### config.mk
export PLATFORM = sky130hd
export DESIGN_NAME = os_uart_rx
export DESIGN_NICKNAME = d
export VERILOG_FILES = /design/src/rtl/os_uart_rx_pkg.sv /design/src/rtl/os_uart_rx_ctrl.sv /design/src/rtl/os_uart_rx_dp.sv /design/src/rtl/os_uart_rx.sv
export SDC_FILE = /design/constraint.sdc
export NUM_CORES = 1
export LEC_CHECK = 0
export ABC_AREA = 1
export BUFFER_PORTS_ARGS = -buffer_cell sky130_fd_sc_hd__buf_4
export CORE_UTILIZATION = 35
export CTS_CLUSTER_DIAMETER = 80
export CTS_CLUSTER_SIZE = 8
export DETAILED_ROUTE_END_ITERATION = 10
export GPL_TIMING_DRIVEN = 1
export HOLD_SLACK_MARGIN = 0.05
export SYNTH_ARGS = -nofsm -noshare
export SYNTH_HDL_FRONTEND = slang
export SYNTH_HIERARCHICAL = 1
export SYNTH_SLANG_ARGS = --single-unit
### constraint.sdc
create_clock -name clk -period 2.5 [get_ports clk]
set_input_delay 0.125 -clock clk [delete_from_list [all_inputs] [get_ports clk]]
set_output_delay 0.125 -clock clk [all_outputs]
set_load 0.05 [all_outputs]
### src/rtl/os_uart_rx_pkg.sv
package os_uart_rx_pkg;

  typedef enum logic [1:0] {
    ST_SEARCH,
    ST_START,
    ST_DATA,
    ST_STOP
  } rxState_e;

  // strobes from control to datapath, valid only in tick cycles
  typedef struct packed {
    logic clrFrame;     // new candidate: clear per-frame noise
    logic shiftVote;    // store current line sample into vote history
    logic commitStart;  // start accepted: fold verification disagreement into noise
    logic commitBit;    // store majority as next data bit
    logic commitStop;   // stop judged: publish byte and flags
  } rxCtrl_t;

endpackage

### src/rtl/os_uart_rx_ctrl.sv
module os_uart_rx_ctrl
  import os_uart_rx_pkg::*;
#(
  parameter int RT_PER_BIT = 16,
  parameter int DATA_BITS  = 8,
  parameter int IDLE_RUN   = 3
) (
  input  logic    clk,
  input  logic    rstN,
  input  logic    rtTick,
  input  logic    rxLine,
  input  logic    voteLow,
  output rxCtrl_t ctrl
);

  localparam int RT_W  = $clog2(RT_PER_BIT + 1);
  localparam int BIT_W = (DATA_BITS > 1) ? $clog2(DATA_BITS) : 1;
  localparam int HI_W  = $clog2(IDLE_RUN + 1);
  localparam int MID   = RT_PER_BIT / 2;

  localparam logic [RT_W-1:0]  RT_LAST = RT_W'(RT_PER_BIT);
  localparam logic [RT_W-1:0]  RT_ONE  = RT_W'(1);
  localparam logic [RT_W-1:0]  VER_A   = RT_W'(MID - 5);
  localparam logic [RT_W-1:0]  VER_B   = RT_W'(MID - 3);
  localparam logic [RT_W-1:0]  VER_C   = RT_W'(MID - 1);
  localparam logic [RT_W-1:0]  SMP_A   = RT_W'(MID);
  localparam logic [RT_W-1:0]  SMP_B   = RT_W'(MID + 1);
  localparam logic [RT_W-1:0]  SMP_C   = RT_W'(MID + 2);
  localparam logic [BIT_W-1:0] BIT_END = BIT_W'(DATA_BITS - 1);
  localparam logic [HI_W-1:0]  HI_FULL = HI_W'(IDLE_RUN);

  rxState_e         state, stateNxt;
  logic [RT_W-1:0]  rtCnt, rtNxt, curRt;
  logic [BIT_W-1:0] bitIdx, bitNxt;
  logic [HI_W-1:0]  hiCnt, hiNxt;

  assign curRt = rtCnt + RT_ONE;

  always_comb begin
    ctrl     = '0;
    stateNxt = state;
    rtNxt    = rtCnt;
    bitNxt   = bitIdx;
    hiNxt    = hiCnt;
    if (rtTick) begin
      if (state == ST_SEARCH) begin
        if (rxLine) begin
          if (hiCnt != HI_FULL) hiNxt = hiCnt + 1'b1;
        end else begin
          hiNxt = '0;
          if (hiCnt == HI_FULL) begin
            stateNxt      = ST_START;
            rtNxt         = RT_ONE;
            ctrl.clrFrame = 1'b1;
          end
        end
      end else if (rtCnt == RT_LAST) begin
        rtNxt = RT_ONE;
        if (state == ST_START) begin
          stateNxt = ST_DATA;
          bitNxt   = '0;
        end else if (state == ST_DATA) begin
          if (bitIdx == BIT_END) stateNxt = ST_STOP;
          else bitNxt = bitIdx + 1'b1;
        end
      end else begin
        rtNxt = curRt;
        if (state == ST_START) begin
          if (curRt == VER_A || curRt == VER_B) ctrl.shiftVote = 1'b1;
          if (curRt == VER_C) begin
            if (voteLow) begin
              ctrl.commitStart = 1'b1;
            end else begin
              stateNxt = ST_SEARCH;
              hiNxt    = '0;
            end
          end
        end else begin
          if (curRt == SMP_A || curRt == SMP_B) ctrl.shiftVote = 1'b1;
          if (curRt == SMP_C) begin
            if (state == ST_DATA) begin
              ctrl.commitBit = 1'b1;
            end else begin
              ctrl.commitStop = 1'b1;
              stateNxt        = ST_SEARCH;
              hiNxt           = '0;
            end
          end
        end
      end
    end
  end

  always_ff @(posedge clk or negedge rstN) begin
    if (!rstN) begin
      state  <= ST_SEARCH;
      rtCnt  <= '0;
      bitIdx <= '0;
      hiCnt  <= '0;
    end else begin
      state  <= stateNxt;
      rtCnt  <= rtNxt;
      bitIdx <= bitNxt;
      hiCnt  <= hiNxt;
    end
  end

  // a candidate is only opened from a full idle run and a low sample
  assert_idle_run_R2: assert property (@(posedge clk) disable iff (!rstN)
    (state == ST_START && $past(state) == ST_SEARCH)
      |-> ($past(hiCnt) == HI_FULL && !$past(rxLine) && $past(rtTick)));

  // nothing moves without a tick
  assert_tick_gate_R3: assert property (@(posedge clk) disable iff (!rstN)
    !$past(rtTick) |-> ($stable(state) && $stable(rtCnt) && $stable(hiCnt)));

  // the tick position stays inside one bit time while a frame is open
  assert_rt_range_R7: assert property (@(posedge clk) disable iff (!rstN)
    (state != ST_SEARCH) |-> (rtCnt >= RT_ONE && rtCnt <= RT_LAST));

  // after the stop decision the idle run must be rebuilt from zero
  assert_rearm_R11: assert property (@(posedge clk) disable iff (!rstN)
    ctrl.commitStop |=> (state == ST_SEARCH && hiCnt == '0));

endmodule

### src/rtl/os_uart_rx_dp.sv
module os_uart_rx_dp
  import os_uart_rx_pkg::*;
#(
  parameter int DATA_BITS = 8
) (
  input  logic                 clk,
  input  logic                 rstN,
  input  logic                 rxLine,
  input  rxCtrl_t              ctrl,
  output logic                 voteLow,
  output logic [DATA_BITS-1:0] byteOut,
  output logic                 byteValid,
  output logic                 noiseSeen,
  output logic                 frameErr
);

  logic [1:0]           votes;
  logic [DATA_BITS-1:0] shiftReg;
  logic                 noiseAcc;
  logic                 voteHigh, voteSplit;

  // majority and agreement over the two stored samples and the live one
  assign voteHigh  = (votes[1] & votes[0]) | (votes[1] & rxLine) | (votes[0] & rxLine);
  assign voteSplit = !((votes[1] == votes[0]) && (votes[0] == rxLine));
  assign voteLow   = !voteHigh;

  always_ff @(posedge clk or negedge rstN) begin
    if (!rstN) begin
      votes     <= '0;
      shiftReg  <= '0;
      noiseAcc  <= 1'b0;
      byteOut   <= '0;
      byteValid <= 1'b0;
      noiseSeen <= 1'b0;
      frameErr  <= 1'b0;
    end else begin
      byteValid <= 1'b0;
      if (ctrl.shiftVote)   votes <= {votes[0], rxLine};
      if (ctrl.clrFrame)    noiseAcc <= 1'b0;
      if (ctrl.commitStart) noiseAcc <= noiseAcc | voteSplit;
      if (ctrl.commitBit) begin
        shiftReg <= {voteHigh, shiftReg[DATA_BITS-1:1]};
        noiseAcc <= noiseAcc | voteSplit;
      end
      if (ctrl.commitStop) begin
        byteOut   <= shiftReg;
        noiseSeen <= noiseAcc | voteSplit;
        frameErr  <= voteLow;
        byteValid <= 1'b1;
      end
    end
  end

  assert_valid_pulse_R10: assert property (@(posedge clk) disable iff (!rstN)
    byteValid |=> !byteValid);

  assert_valid_source_R10: assert property (@(posedge clk) disable iff (!rstN)
    byteValid |-> $past(ctrl.commitStop));

  assert_result_hold_R10: assert property (@(posedge clk) disable iff (!rstN)
    !ctrl.commitStop |=> ($stable(byteOut) && $stable(noiseSeen) && $stable(frameErr)));

endmodule

### src/rtl/os_uart_rx.sv
module os_uart_rx
  import os_uart_rx_pkg::*;
#(
  parameter int RT_PER_BIT = 16,
  parameter int DATA_BITS  = 8,
  parameter int IDLE_RUN   = 3
) (
  input  logic                 clk,
  input  logic                 rstN,
  input  logic                 rtTick,
  input  logic                 rxLine,
  output logic [DATA_BITS-1:0] byteOut,
  output logic                 byteValid,
  output logic                 noiseSeen,
  output logic                 frameErr
);

  rxCtrl_t ctrl;
  logic    voteLow;

  os_uart_rx_ctrl #(
    .RT_PER_BIT(RT_PER_BIT),
    .DATA_BITS (DATA_BITS),
    .IDLE_RUN  (IDLE_RUN)
  ) ctrl_i (
    .clk    (clk),
    .rstN   (rstN),
    .rtTick (rtTick),
    .rxLine (rxLine),
    .voteLow(voteLow),
    .ctrl   (ctrl)
  );

  os_uart_rx_dp #(
    .DATA_BITS(DATA_BITS)
  ) dp_i (
    .clk      (clk),
    .rstN     (rstN),
    .rxLine   (rxLine),
    .ctrl     (ctrl),
    .voteLow  (voteLow),
    .byteOut  (byteOut),
    .byteValid(byteValid),
    .noiseSeen(noiseSeen),
    .frameErr (frameErr)
  );

endmodule

### Yosys cells after proc, flatten, opt, wreduce, memory -nomap -nowiden

Index checks and enable logic that the tools add are counted.

* div/mod/pow operators: 0
* equal/unequal tests: 27
* shift-type cells: 0
* magnitude comparators: 0
* muxes and demuxes: 43
* add/sub/neg operators: 3
* $mul: 0
* reduce and logical (&&, ||, !) cells: 14
* bitwise operators: 7

Operators with widths (number)
* $mux W2: 18
* $mux W5: 5
* $eq A5 B4 Y1 const B: 3
* $mux W1: 15
* $eq A5 B3 Y1 const B: 2
* $mux W3: 3
* $reduce_and A9 Y1: 1
* $mux W4: 2
* $ne A4 B1 Y1 const B: 2
* $ne A4 B3 Y1 const B: 2
* $reduce_and A7 Y1: 1
* $ne A2 B2 Y1 const B: 3
* $ne A3 B1 Y1 const B: 2
* $reduce_bool A3 Y1: 2
* $add A5 B1 Y5 const B: 1
* $eq A5 B2 Y1 const B: 1
* $eq A5 B5 Y1 const B: 1
* $reduce_and A5 Y1: 1
* $eq A2 B2 Y1 const B: 2
* $ne A2 B1 Y1 const B: 2
* $ne A4 B2 Y1 const B: 1
* $reduce_bool A4 Y1: 1
* $add A3 B1 Y3 const B: 1
* $and A1 B1 Y1: 3
* other kinds (14): 19

* memory bits (read-only): 0
* output and inout bits: 11
* RAM bits: 0
* latch bits: 0
* input port bits: 4
* bits in registers: 34
* memories kept: 0
* logic and storage cells: 105

### Depth between registers and ports, before layout

Gate-level depths: netlist (run 1).

* depth in word-level cells: 12
* mapped depth: 13
* mapped depth without buffers: 13

### Hierarchy

The synthesis (run 1) kept the hierarchy.

Modules (own cells, without submodules)
* os_uart_rx_ctrl: cells each 140, area an instance 1043.5 um^2, instances 1, sequential area each 300.3 um^2
* os_uart_rx_dp: cells each 93, area an instance 880.8 um^2, instances 1, sequential area each 550.5 um^2

### Least setup slack after synthesis (run 1)

Ideal clock, no wire load.

* kind: register to register
* from: register ctrl_i.state[0]
* to: register dp_i.byteOut[6]
* buffers on the path: 1
* cell stages (with the launch flop): 10
* setup slack: 223 ps
* period minus slack after synthesis: 2277 ps
* arrival time: 2157 ps
* library setup time: 120 ps
* required time: 2380 ps
* path through: dfrtp_1 inv_1 ha_1 o22ai_4 nand2_2 nor4_1 inv_2 buf_6 nand2_1 o21ai_2

RTL lines
* from (decl): line os_uart_rx_ctrl.sv:32 `rxState_e state, stateNxt;`
* from (signal assigned): line os_uart_rx_ctrl.sv:101 `state <= stateNxt;`
* to (signal assigned): line os_uart_rx_dp.sv:46 `byteOut <= shiftReg;`
* to (decl): line os_uart_rx_dp.sv:11 `output logic [DATA_BITS-1:0] byteOut,`

==> results.tsv, run 1 <==
stage	metric	value	unit
layout	final net count	273	
worst_setup_path	CP arrival	2.35	ns
timing	Max Transition Viols Final	0	
detailed_routing	via count	1530	
detailed_routing	ANT nets after route	0	
floorplan	Initial Util	0.370	
floorplan	Core Area	5200	um2
timing	period utilization	0.878	
job	maxcap violations	0	
global_routing	GR Util met3	0.0323	
worst_setup_path	Startpoint Class	register	
power_and_ir_drop	P_int	0.00123	W
clock_tree	clk slew on worst S/H paths	0.07	ns
status	status	complete, no violations	
layout	number of antenna repair diodes	0	
global_routing	initial antenna violation count	0	
clock_tree	htree depth	2	
worst_setup_path	Slowest Stage Delay on Critical Path	0.43	ns
logic_synthesis	distinct cell type count after synthesis	24	
power_and_ir_drop	leakage	1.10	nW
logic_synthesis	Syn Nets	252	
power_and_ir_drop	switching pwr	0.000993	W
power_and_ir_drop	pwr dens	1010	nW/um2
global_routing	pin count of the biggest net entering global routing	35	
global_routing	Total Routing Usage GR	0.140	
floorplan	die width	76.2	um
logic_synthesis	Avg Inst Size Synth	8.26	um2
logic_synthesis	Mapped Cells	233	
clock_tree	Inserted Clock Buffers	5	
detailed_routing	Initial DRC Count	70	
timing	setup tns final	0	ns
power_and_ir_drop	Seq pwr share	0.363	
global_routing	GRT Max-Usage Layer	met2	
placed_design	dpl hpwl	2710	um
clock_tree	cts hold-fix bufs	1	
global_routing	GRT overflow	0	
worst_setup_path	worst path cell trace	inv_1 > ha_1 > o22ai_4 > nand2_2 > nor4_1 > buf_4 > inv_2 > nand2_1 > o21ai_0	
global_routing	met1 Resource Use GR	0.181	
floorplan	die height	76.2	um
placed_design	PortBufs	14	
power_and_ir_drop	Clk pwr share	0.187	
logic_synthesis	YS warnings	6	
timing	worst slew pin tran	0.438	ns
global_routing	first-pass GRT wire length	6490	um
timing	clock period minus worst slack	2.19	ns
worst_hold_path	worst min-delay path category	in2reg	
clock_tree	CTS Buffer Depth	2	
logic_synthesis	Cell Area, Synth	1920	um2
logic_synthesis	#FFs+latches synth	34	
layout	fillers	529	
worst_setup_path	WS Path Type	reg2reg	
worst_setup_path	Crit. End Element	register	
clock_tree	Sink Count	34	
global_routing	M2 GR Usage	0.219	
timing	RSZ-0062 raised after global routing	false	
worst_setup_path	Worst path slowest cell	dfrtp_1	
layout	share of cells above drive strength 1	0.188	
logic_synthesis	sequential share of the synthesized area	0.442	
worst_setup_path	crit path buf inv count	3	
timing	WHS	0.141	ns
timing	Final Hold Viols	0	
worst_setup_path	CP Max Fanout	17	
clock_tree	PostCTS Resize Cnt	0	
worst_setup_path	Reg2Reg Setup Slack	0.31	ns
clock_tree	root buf cell	clkbuf_8	
timing	Slew headroom	0.708	
floorplan	IO Pins	15	
floorplan	Die ar.	5800	um2
detailed_routing	Routed WL per cell	11.1	um
detailed_routing	Residual DRC	0	
layout	area grow syn2layout	14.5	%
detailed_routing	detailed-route wire length	3610	um
clock_tree	clock latency on the worst-skew pair	0.28	ns
worst_setup_path	crit-path leading delay family	simple AND/OR/NAND/NOR gates	
clock_tree	Post-CTS Setup Bufs	0	
power_and_ir_drop	Net Sw Frac	0.447	
power_and_ir_drop	Comb pwr share	0.449	
placed_design	Final GP Congestion	0.884	
timing	setup violators final	0	
clock_tree	TritonCTS clock tree	done	
detailed_routing	first drt pass iteration count	5	
detailed_routing	vias per cell	4.71	
worst_setup_path	Critical Path RT	2.66	ns
power_and_ir_drop	IR drop worst, VDD	0.459	mV
timing	Final Skew	0.00527	ns
timing	FMAX	456	MHz
floorplan	row count	26	
global_routing	number of global-route vias before repair	1439	
-- state kept, by name (all words and copies together), names as in the netlist --
signal          cells
ctrl_i/state        2
dp_i/noiseSeen      1
dp_i/shiftReg       8
ctrl_i/rtCnt        5
dp_i/byteOut        8
dp_i/votes          2
dp_i/frameErr       1
ctrl_i/hiCnt        2
ctrl_i/bitIdx       3
dp_i/noiseAcc       1
dp_i/byteValid      1
-- final cells by class --
type / instances / area (um2) / share of cell area
multi-input combinational: 164 / 920 / 0.417
tap: 70 / 87.6 / 0.0398
clock buffer: 6 / 82.6 / 0.0375
inverter: 32 / 120 / 0.0545
timing repair buffer: 17 / 130 / 0.0591
sequential: 34 / 851 / 0.386
clock inverter: 2 / 12.5 / 0.00568
-- path summary, 6_finish.rpt --
path / from / to / depth (start not counted)
worst max register to register: ctrl_i/state[1] / dp_i/byteOut[0] / 9
worst min register to register: ctrl_i/hiCnt[1] / ctrl_i/hiCnt[1] / 2
min in group asynchronous: rstN / ctrl_i/state[0] / 2
max in group asynchronous: rstN / dp_i/shiftReg[1] / 2
worst max-delay path: ctrl_i/state[1] / dp_i/byteOut[0] / 9
worst min-delay path: rxLine / dp_i/votes[0] / 3
-- per-layer routing --
metal  wire length (um)  share of wire
met5                  0              0
met4                 69          0.019
met3                109          0.030
met2               1590           0.44
met1               1840           0.51
-- placed cells by master, fill, tap and decap left out --
cell,synthesis,layout
nand2_1,69,69
dfrtp_1,34,34
inv_1,29,29
buf_4,0,16
ha_1,15,15
nand3_1,14,14
o21ai_0,14,14
nor2_1,11,11
nand2_2,8,8
clkbuf_8,0,6
nand4_1,6,6
o21ai_1,4,4
inv_2,3,3
nand3_2,3,3
nor2_2,3,3
nor3_1,3,3
o22ai_1,3,3
a21oi_1,2,2
nor2_4,2,2
o21ai_2,2,2
clkinvlp_4,0,1
clkinv_2,0,1
a31oi_1,1,1
nor3_2,1,1
o22ai_4,1,1
nor4_1,1,1
a21oi_2,1,1
dlygate4sd3_1,0,1
-- logic make-up after synthesis --
kind of cell	count (synthesis)	synth area share
fa+ha+maj	15	0.0975
simple gates	121	0.291
flops	34	0.442
compound gates	28	0.0891
buf+inv	35	0.0800
-- Yosys cell counts --
cell type | count | area share
nand2_1 | 69 | 0.13
dfrtp_1 | 34 | 0.44
inv_1 | 29 | 0.057
ha_1 | 15 | 0.098
nand3_1 | 14 | 0.036
o21ai_0 | 14 | 0.036
nor2_1 | 11 | 0.021
nand2_2 | 8 | 0.026
nand4_1 | 6 | 0.020
o21ai_1 | 4 | 0.010
buf_6 | 3 | 0.018
inv_2 | 3 | 0.0059
nand3_2 | 3 | 0.016
nor2_2 | 3 | 0.0098
nor3_1 | 3 | 0.0078
o22ai_1 | 3 | 0.0098
a21oi_1 | 2 | 0.0052
nor2_4 | 2 | 0.012
o21ai_2 | 2 | 0.0091
a21oi_2 | 1 | 0.0046
a31oi_1 | 1 | 0.0033
nor3_2 | 1 | 0.0052
nor4_1 | 1 | 0.0033
o22ai_4 | 1 | 0.010
-- worst min-delay path, cell delays in order --
cell and delay [ns]:
buf_4 0.14, nand2_1 0.05, o21ai_0 0.07
-- through the flow --
| step | total power [W] | area [um2] | utilization | setup slack (ns) | std cells |
|---|---|---|---|---|---|
| 6_report | 0.00222 | 2200 | 0.423 | 0.305 | 325 |
| 5_1_grt | 0.00240 | 2200 | 0.423 | 0.0567 | 325 |
| 4_1_cts | 0.00224 | 2200 | 0.423 | 0.315 | 325 |
| 3_5_place_dp | 0.00181 | 2100 | 0.403 | 0.318 | 316 |
| 3_3_place_gp | 0.00181 | 2100 | 0.403 | 0.311 | 316 |
| 2_1_floorplan | 0.00157 | 1920 | - | 0.223 | 233 |
-- power by group through the flow --
stage	sequential [W]	clock [W]	combinational [W]
global placement	0.000815	0	0.000995
global route	0.000830	0.000460	0.00111
CTS	0.000808	0.000436	0.000999
detailed placement	0.000815	0	0.000995
floorplan	0.000976	0	0.000597
finish	0.000806	0.000416	0.000998
Power figures use the tool's default switching activity.
==> run 2, diff against run 1 <==
CORE_MARGIN = 2   (was unset)
clock period = 2.02 ns   (was 2.5 ns; I/O delays follow)
==> run 2 against run 1 <==
- first-iteration DRC count up 14%
- wire length up 13%
- critical path depth up 2
- highest routed layer unchanged
==> results.tsv, run 2 (synthesis gave the netlist of run 1 again) <==
stage	metric	value	unit	change
floorplan	row count	26		unchanged
detailed_routing	Initial DRC Count	80		was 70
power_and_ir_drop	leakage	1.19	nW	was 1.10 nW
timing	setup tns final	0	ns	unchanged
worst_setup_path	crit-path most repeated cell	inv_2		
clock_tree	Sink Count	34		unchanged
power_and_ir_drop	switching pwr	0.00131	W	was 0.000993 W
global_routing	first-pass GRT wire length	6660	um	was 6490 um
worst_setup_path	Startpoint Class	register		unchanged
timing	period utilization	0.947		was 0.878
worst_setup_path	Slowest Stage Delay on Critical Path	0.45	ns	was 0.43 ns
power_and_ir_drop	Comb pwr share	0.466		was 0.449
timing	Max Transition Viols Final	0		unchanged
floorplan	Die ar.	6110	um2	was 5800 um2
clock_tree	clock latency on the worst-skew pair	0.29	ns	was 0.28 ns
global_routing	number of global-route vias before repair	1459		was 1439
worst_setup_path	WS Path Type	reg2reg		unchanged
global_routing	Total Routing Usage GR	0.139		was 0.140
clock_tree	TritonCTS clock tree	done		unchanged
floorplan	Core Area	5200	um2	unchanged
worst_setup_path	CP Max Fanout	5		was 17
power_and_ir_drop	Seq pwr share	0.321		was 0.363
floorplan	Initial Util	0.370		unchanged
worst_hold_path	worst min-delay path category	in2reg		unchanged
layout	largest registers	dp_i/byteOut (8), dp_i/shiftReg (8), ctrl_i/rtCnt (5)		unchanged
layout	Final Non-Filler Cells	339		was 325
worst_setup_path	worst path cell trace	ha_4 > inv_2 > nand2_2 > nand2_4 > nand3_4 > nor2_4 > inv_2 > nor4_4 > bufinv_8 > nand2_1 > o21ai_0		was inv_1 > ha_1 > o22ai_4 > nand2_2 > nor4_1 > buf_4 > inv_2 > nand2_1 > o21ai_0
worst_setup_path	reg-to-reg critical path endpoint	dp_i/byteOut[0]		unchanged
timing	Final Hold Viols	0		unchanged
global_routing	initial antenna violation count	0		unchanged
timing	Final Skew	0.0137	ns	was 0.00527 ns
worst_setup_path	Worst path slowest cell	dfrtp_2		was dfrtp_1
floorplan	die height	78.2	um	was 76.2 um
placed_design	dpl hpwl	2760	um	was 2710 um
detailed_routing	Residual DRC	0		unchanged
clock_tree	Inserted Clock Buffers	5		unchanged
detailed_routing	Routed WL per cell	12.1	um	was 11.1 um
global_routing	GRT overflow	0		unchanged
power_and_ir_drop	pwr dens	1280	nW/um2	was 1010 nW/um2
worst_setup_path	CP arrival	2.08	ns	was 2.35 ns
detailed_routing	ANT nets after route	0		unchanged
power_and_ir_drop	IR drop worst, VDD	0.470	mV	was 0.459 mV
timing	worst slew pin tran	0.436	ns	was 0.438 ns
worst_setup_path	Reg2Reg Setup Slack	0.11	ns	was 0.31 ns
timing	Slew headroom	0.709		was 0.708
clock_tree	root buf cell	clkbuf_8		unchanged
status	status	complete, no violations		unchanged
detailed_routing	vias per cell	4.72		was 4.71
clock_tree	htree depth	2		unchanged
layout	most frequent cells in the layout	68 x nand2_1, 31 x dfrtp_1, 28 x buf_4, 27 x inv_1		was 69 x nand2_1, 34 x dfrtp_1, 29 x inv_1, 16 x buf_4, 15 x ha_1
placed_design	PortBufs	14		unchanged
worst_setup_path	worst reg2reg startpoint	ctrl_i/rtCnt[0]		was ctrl_i/state[1]
power_and_ir_drop	Net Sw Frac	0.427		was 0.447
detailed_routing	first drt pass iteration count	4		was 5
layout	number of antenna repair diodes	0		unchanged
layout	commonest non-fill, non-tap cell in the layout	nand2_1		unchanged
timing	setup violators final	0		unchanged
layout	area grow syn2layout	25.1	%	was 14.5%
power_and_ir_drop	P_int	0.00176	W	was 0.00123 W
placed_design	Final GP Congestion	0.822		was 0.884
floorplan	die width	78.2	um	was 76.2 um
placed_design	placed cell count	323		was 316
floorplan	IO Pins	15		unchanged
global_routing	pin count of the biggest net entering global routing	35		unchanged
job	maxcap violations	0		unchanged
power_and_ir_drop	Clk pwr share	0.212		was 0.187
timing	WHS	0.0879	ns	was 0.141 ns
detailed_routing	detailed-route wire length	4090	um	was 3610 um
worst_setup_path	cells on worst reg2reg path	11		was 9
clock_tree	CTS Buffer Depth	2		unchanged
worst_setup_path	Critical Path RT	2.19	ns	was 2.66 ns
layout	share of cells above drive strength 1	0.271		was 0.188
power_and_ir_drop	total power	0.00307	W	was 0.00222 W
worst_setup_path	Crit. End Element	register		unchanged
layout	final net count	288		was 273
timing	clock period minus worst slack	1.91	ns	was 2.19 ns
worst_setup_path	CP Launch Point	ctrl_i/rtCnt[0]		was ctrl_i/state[1]
clock_tree	clk slew on worst S/H paths	0.08	ns	was 0.07 ns
detailed_routing	via count	1600		was 1530
timing	RSZ-0062 raised after global routing	false		unchanged
worst_setup_path	CP endpoint	dp_i/byteOut[0]		unchanged
timing	FMAX	523	MHz	was 456 MHz
==> run 2: cell count changes in the layout (fill, tap and decap cells not counted), moves of 2 or more <==
cell and change:
dfrtp_1 -3, dfrtp_2 +3, inv_1 -2, buf_4 +12, nand3_1 -2
==> run 2: how the worst min path moves through the flow <==
| stage | from | endpoint | slack (ns) | cells past startpoint |
|---|---|---|---|---|
| 2_1_floorplan | rstN | ctrl_i/bitIdx[0] | -0.19 | 0 |
| 3_3_place_gp | rstN | ctrl_i/bitIdx[1] | 0.08 | 1 |
| 3_5_place_dp | rstN | ctrl_i/bitIdx[1] | 0.08 | 1 |
| 4_1_cts | rxLine | dp_i/votes[0] | 0.09 | 3 |
| 5_1_grt | rxLine | dp_i/votes[0] | 0.12 | 3 |
| 6_report | rxLine | dp_i/votes[0] | 0.09 | 3 |
==> run 2: power by group through the flow <==
stage | registers, W | clock network, W | logic (W)
floorplan | 0.00121 | 0 | 0.000751
global placement | 0.000979 | 0 | 0.00134
detailed placement | 0.000981 | 0 | 0.00135
CTS | 0.000971 | 0.000674 | 0.00135
global route | 0.00101 | 0.000693 | 0.00157
finish | 0.000987 | 0.000652 | 0.00143
==> run 2: layer usage <==
| layer | vias to the layer above | part of all wire | global-route usage |
|---|---|---|---|
| met2 | 24 | 0.47 | 0.217 |
| met4 | 0 | 0.017 | 0.0596 |
| met1 | 747 | 0.48 | 0.181 |
| met3 | 8 | 0.033 | 0.0368 |
| met5 | - | 0 | 0 |
| li1 | 821 | - | - |
==> run 2: cell type report <==
cell class                 count  area (um2)
timing repair inverter         2        11.3
inverter                      32         134
clock buffer                   6        82.6
sequential                    34         855
clock inverter                 1        30.0
fill                         521        2800
tap                           70        87.6
multi-input combinational    164         982
timing repair buffer          30         225
==> run 2: worst max-delay path, delay by kind of cell, from the launching register on <==
family	cells	cell delay, ns
simple gates	6	0.71
fa+ha+maj	1	0.19
buf+inv	3	0.37
compound gates	1	0.06
flops	1	0.45
==> run 2: what timing repair did <==
| item | 4_1_cts | 5_1_grt |
|---|---|---|
| endpoints found under the setup margin | 0 | 20 |
| gates resized for setup | 0 | 20 |
| hold endpoints to repair | 34 | 0 |
| setup buffers | 0 | 5 |
| hold buffers | 1 | 0 |
==> run 2: per-stage QoR <==
step,util,cell area [um2],worst slack (ns)
2_1_floorplan,-,1940,-0.0130
3_3_place_gp,0.416,2170,0.158
3_5_place_dp,0.416,2170,0.0919
4_1_cts,0.440,2290,0.0945
5_1_grt,0.463,2410,0.00813
6_report,0.463,2410,0.107
==> run 3, diff against run 2 <==
CORE_ASPECT_RATIO = 2   (was unset)
GPL_ROUTABILITY_DRIVEN = 0   (was unset)
==> run 3 against run 2 <==
- sequential share of layout area is 0.17 points higher
- clock power is 17% higher
- hold slack better by 0.028 ns
- clock-buffer cell count is 1 lower
- largest cell class unchanged
- largest power group unchanged
==> results.tsv, run 3 (synthesis gave the netlist of run 1 again) <==
stage	metric	value	unit	change
layout	number of antenna repair diodes	0		unchanged
status	status	complete, no violations		unchanged
timing	Final Hold Viols	0		unchanged
global_routing	M2 GR Usage	0.285		was 0.217
timing	worst slew pin tran	0.445	ns	was 0.436 ns
floorplan	die width	56.4	um	was 78.2 um
worst_setup_path	Startpoint Class	register		unchanged
floorplan	row count	38		was 26
floorplan	Initial Util	0.358		was 0.370
worst_setup_path	Worst path slowest cell	dfrtp_1		was dfrtp_2
detailed_routing	Residual DRC	0		unchanged
timing	Final Skew	0.00772	ns	was 0.0137 ns
clock_tree	Sink Count	34		unchanged
placed_design	cell area after placement	2150	um2	was 2170 um2
floorplan	Core Area	5370	um2	was 5200 um2
detailed_routing	detailed-route wire length	4260	um	was 4090 um
clock_tree	Inserted Clock Buffers	5		unchanged
worst_setup_path	worst path cell trace	inv_1 > ha_1 > o22ai_4 > nand2_2 > nor4_4 > buf_4 > buf_4 > nand3_1 > nand2_1		was ha_4 > inv_2 > nand2_2 > nand2_4 > nand3_4 > nor2_4 > inv_2 > nor4_4 > bufinv_8 > nand2_1 > o21ai_0
floorplan	IO Pins	15		unchanged
detailed_routing	first drt pass iteration count	4		unchanged
clock_tree	htree depth	2		unchanged
worst_setup_path	WS Path Type	reg2reg		unchanged
global_routing	first-pass GRT wire length	6950	um	was 6660 um
global_routing	number of global-route vias before repair	1525		was 1459
worst_setup_path	CP Max Fanout	7		was 5
worst_setup_path	Crit. End Element	register		unchanged
power_and_ir_drop	Net Sw Frac	0.417		was 0.427
timing	Max Transition Viols Final	0		unchanged
clock_tree	CTS Buffer Depth	2		unchanged
clock_tree	clk slew on worst S/H paths	0.08	ns	about the same
layout	share of cells above drive strength 1	0.257		was 0.271
worst_setup_path	crit-path most repeated cell	buf_4		was inv_2
clock_tree	clock latency on the worst-skew pair	0.29	ns	about the same
worst_setup_path	Reg2Reg Setup Slack	0.11	ns	about the same
floorplan	die height	109	um	was 78.2 um
layout	commonest non-fill, non-tap cell in the layout	nand2_1		unchanged
worst_setup_path	Slowest Stage Delay on Critical Path	0.35	ns	was 0.45 ns
global_routing	pin count of the biggest net entering global routing	35		unchanged
timing	clock period minus worst slack	1.91	ns	about the same
global_routing	GRT overflow	0		unchanged
layout	most frequent cells in the layout	68 x nand2_1, 32 x dfrtp_1, 28 x inv_1, 26 x buf_4		was 68 x nand2_1, 31 x dfrtp_1, 28 x buf_4, 27 x inv_1
clock_tree	TritonCTS clock tree	done		unchanged
power_and_ir_drop	switching pwr	0.00132	W	was 0.00131 W
placed_design	Post-Place Setup Slack	0.0485	ns	was 0.0919 ns
clock_tree	root buf cell	clkbuf_8		unchanged
detailed_routing	vias per cell	4.91		was 4.72
power_and_ir_drop	IR drop worst, VDD	0.883	mV	was 0.470 mV
placed_design	dpl hpwl	3050	um	was 2760 um
detailed_routing	ANT nets after route	0		unchanged
worst_setup_path	CP arrival	2.14	ns	was 2.08 ns
power_and_ir_drop	leakage	1.20	nW	was 1.19 nW
timing	final worst slack	0.109	ns	was 0.107 ns
placed_design	placed cell count	312		was 323
worst_hold_path	worst min-delay path category	in2reg		unchanged
power_and_ir_drop	Seq pwr share	0.309		was 0.321
layout	Final Non-Filler Cells	328		was 339
global_routing	GR Util met3	0.0261		was 0.0368
power_and_ir_drop	pwr dens	1320	nW/um2	was 1280 nW/um2
detailed_routing	Routed WL per cell	13.0	um	was 12.1 um
timing	setup violators final	0		unchanged
global_routing	Total Routing Usage GR	0.144		was 0.139
timing	Slew headroom	0.704		was 0.709
global_routing	met1 Resource Use GR	0.147		was 0.181
timing	setup tns final	0	ns	unchanged
global_routing	GRT Max-Usage Layer	met2		unchanged
layout	final net count	286		was 288
worst_setup_path	Critical Path RT	2.25	ns	was 2.19 ns
placed_design	PortBufs	14		unchanged
detailed_routing	via count	1609		was 1600
layout	largest registers	dp_i/byteOut (8), dp_i/shiftReg (8), ctrl_i/rtCnt (5)		unchanged
power_and_ir_drop	Clk pwr share	0.241		was 0.212
job	maxcap violations	0		unchanged
floorplan	Die ar.	6140	um2	was 6110 um2
power_and_ir_drop	Comb pwr share	0.450		was 0.466
layout	area grow syn2layout	24.3	%	was 25.1%
power_and_ir_drop	P_int	0.00185	W	was 0.00176 W
global_routing	initial antenna violation count	0		unchanged
detailed_routing	Initial DRC Count	73		was 80
timing	period utilization	0.946		was 0.947
timing	FMAX	523	MHz	about the same
layout	Final Cell Area	2390	um2	was 2410 um2
-- run 3: changes by cell type in the layout (fill, tap and decap cells not counted), moves of 2 or more --
cell	delta
buf_4	-2
ha_2	+2
nand3_1	+2
nor3_2	-2
nor3_4	+2
-- run 3: cell type report --
class	instances	area (um2)
Clock inverter	3	68.8
Clock buffer	5	68.8
Multi-Input combinational cell	164	965
Fill cell	546	2980
Inverter	32	134
Sequential cell	34	853
Timing Repair inverter	1	6.26
Timing Repair Buffer	29	221
Tap cell	60	75.1
-- run 3: final timing paths --
kind / from / endpoint / depth (start not counted)
max reg2reg: ctrl_i/state[0] / dp_i/frameErr / 9
max in group asynchronous: rstN / ctrl_i/rtCnt[1] / 2
min: rxLine / dp_i/votes[0] / 3
min reg2reg: dp_i/byteOut[7] / dp_i/byteOut[7] / 2
max: ctrl_i/state[0] / dp_i/frameErr / 9
min in group asynchronous: rstN / dp_i/noiseSeen / 2
-- run 3: what timing repair did --
item	in CTS	in global routing
setup endpoints to repair	0	21
gates resized for setup	0	16
hold buffers	1	0
endpoints found under the hold margin	34	0
setup buffers	0	5
-- run 3: stage by stage --
stage                     utilization  total power [W]  hold WS, ns
after floorplan                     -          0.00196       -0.195
after global placement          0.399          0.00231       0.0829
after detailed placement        0.399          0.00233       0.0850
after CTS                       0.427          0.00311        0.117
after global routing            0.445          0.00339        0.151
final                           0.445          0.00317        0.116
-- run 3: metal layers --
metal,vias up,routed length [um]
li1,820,-
met1,753,1530
met3,6,105
met4,0,55
met5,-,0
met2,30,2570
-- run 3: critical path: cells and delay by family, from the launching register on --
family,cells,cell delay [ns]
AND/OR/NAND/NOR,4,0.52
buffers and inverters,3,0.40
flip-flops,1,0.35
adder cells (fa/ha/maj),1,0.33
AO/OA/AOI/OAI,1,0.24
-- run 3: power by group through the flow --
stage | registers (W) | clock network (W) | logic [W]
2_1_floorplan | 0.00121 | 0 | 0.000751
3_5_place_dp | 0.000989 | 0 | 0.00134
5_1_grt | 0.00101 | 0.000818 | 0.00157
3_3_place_gp | 0.000986 | 0 | 0.00132
6_report | 0.000979 | 0.000764 | 0.00142
4_1_cts | 0.000977 | 0.000787 | 0.00134
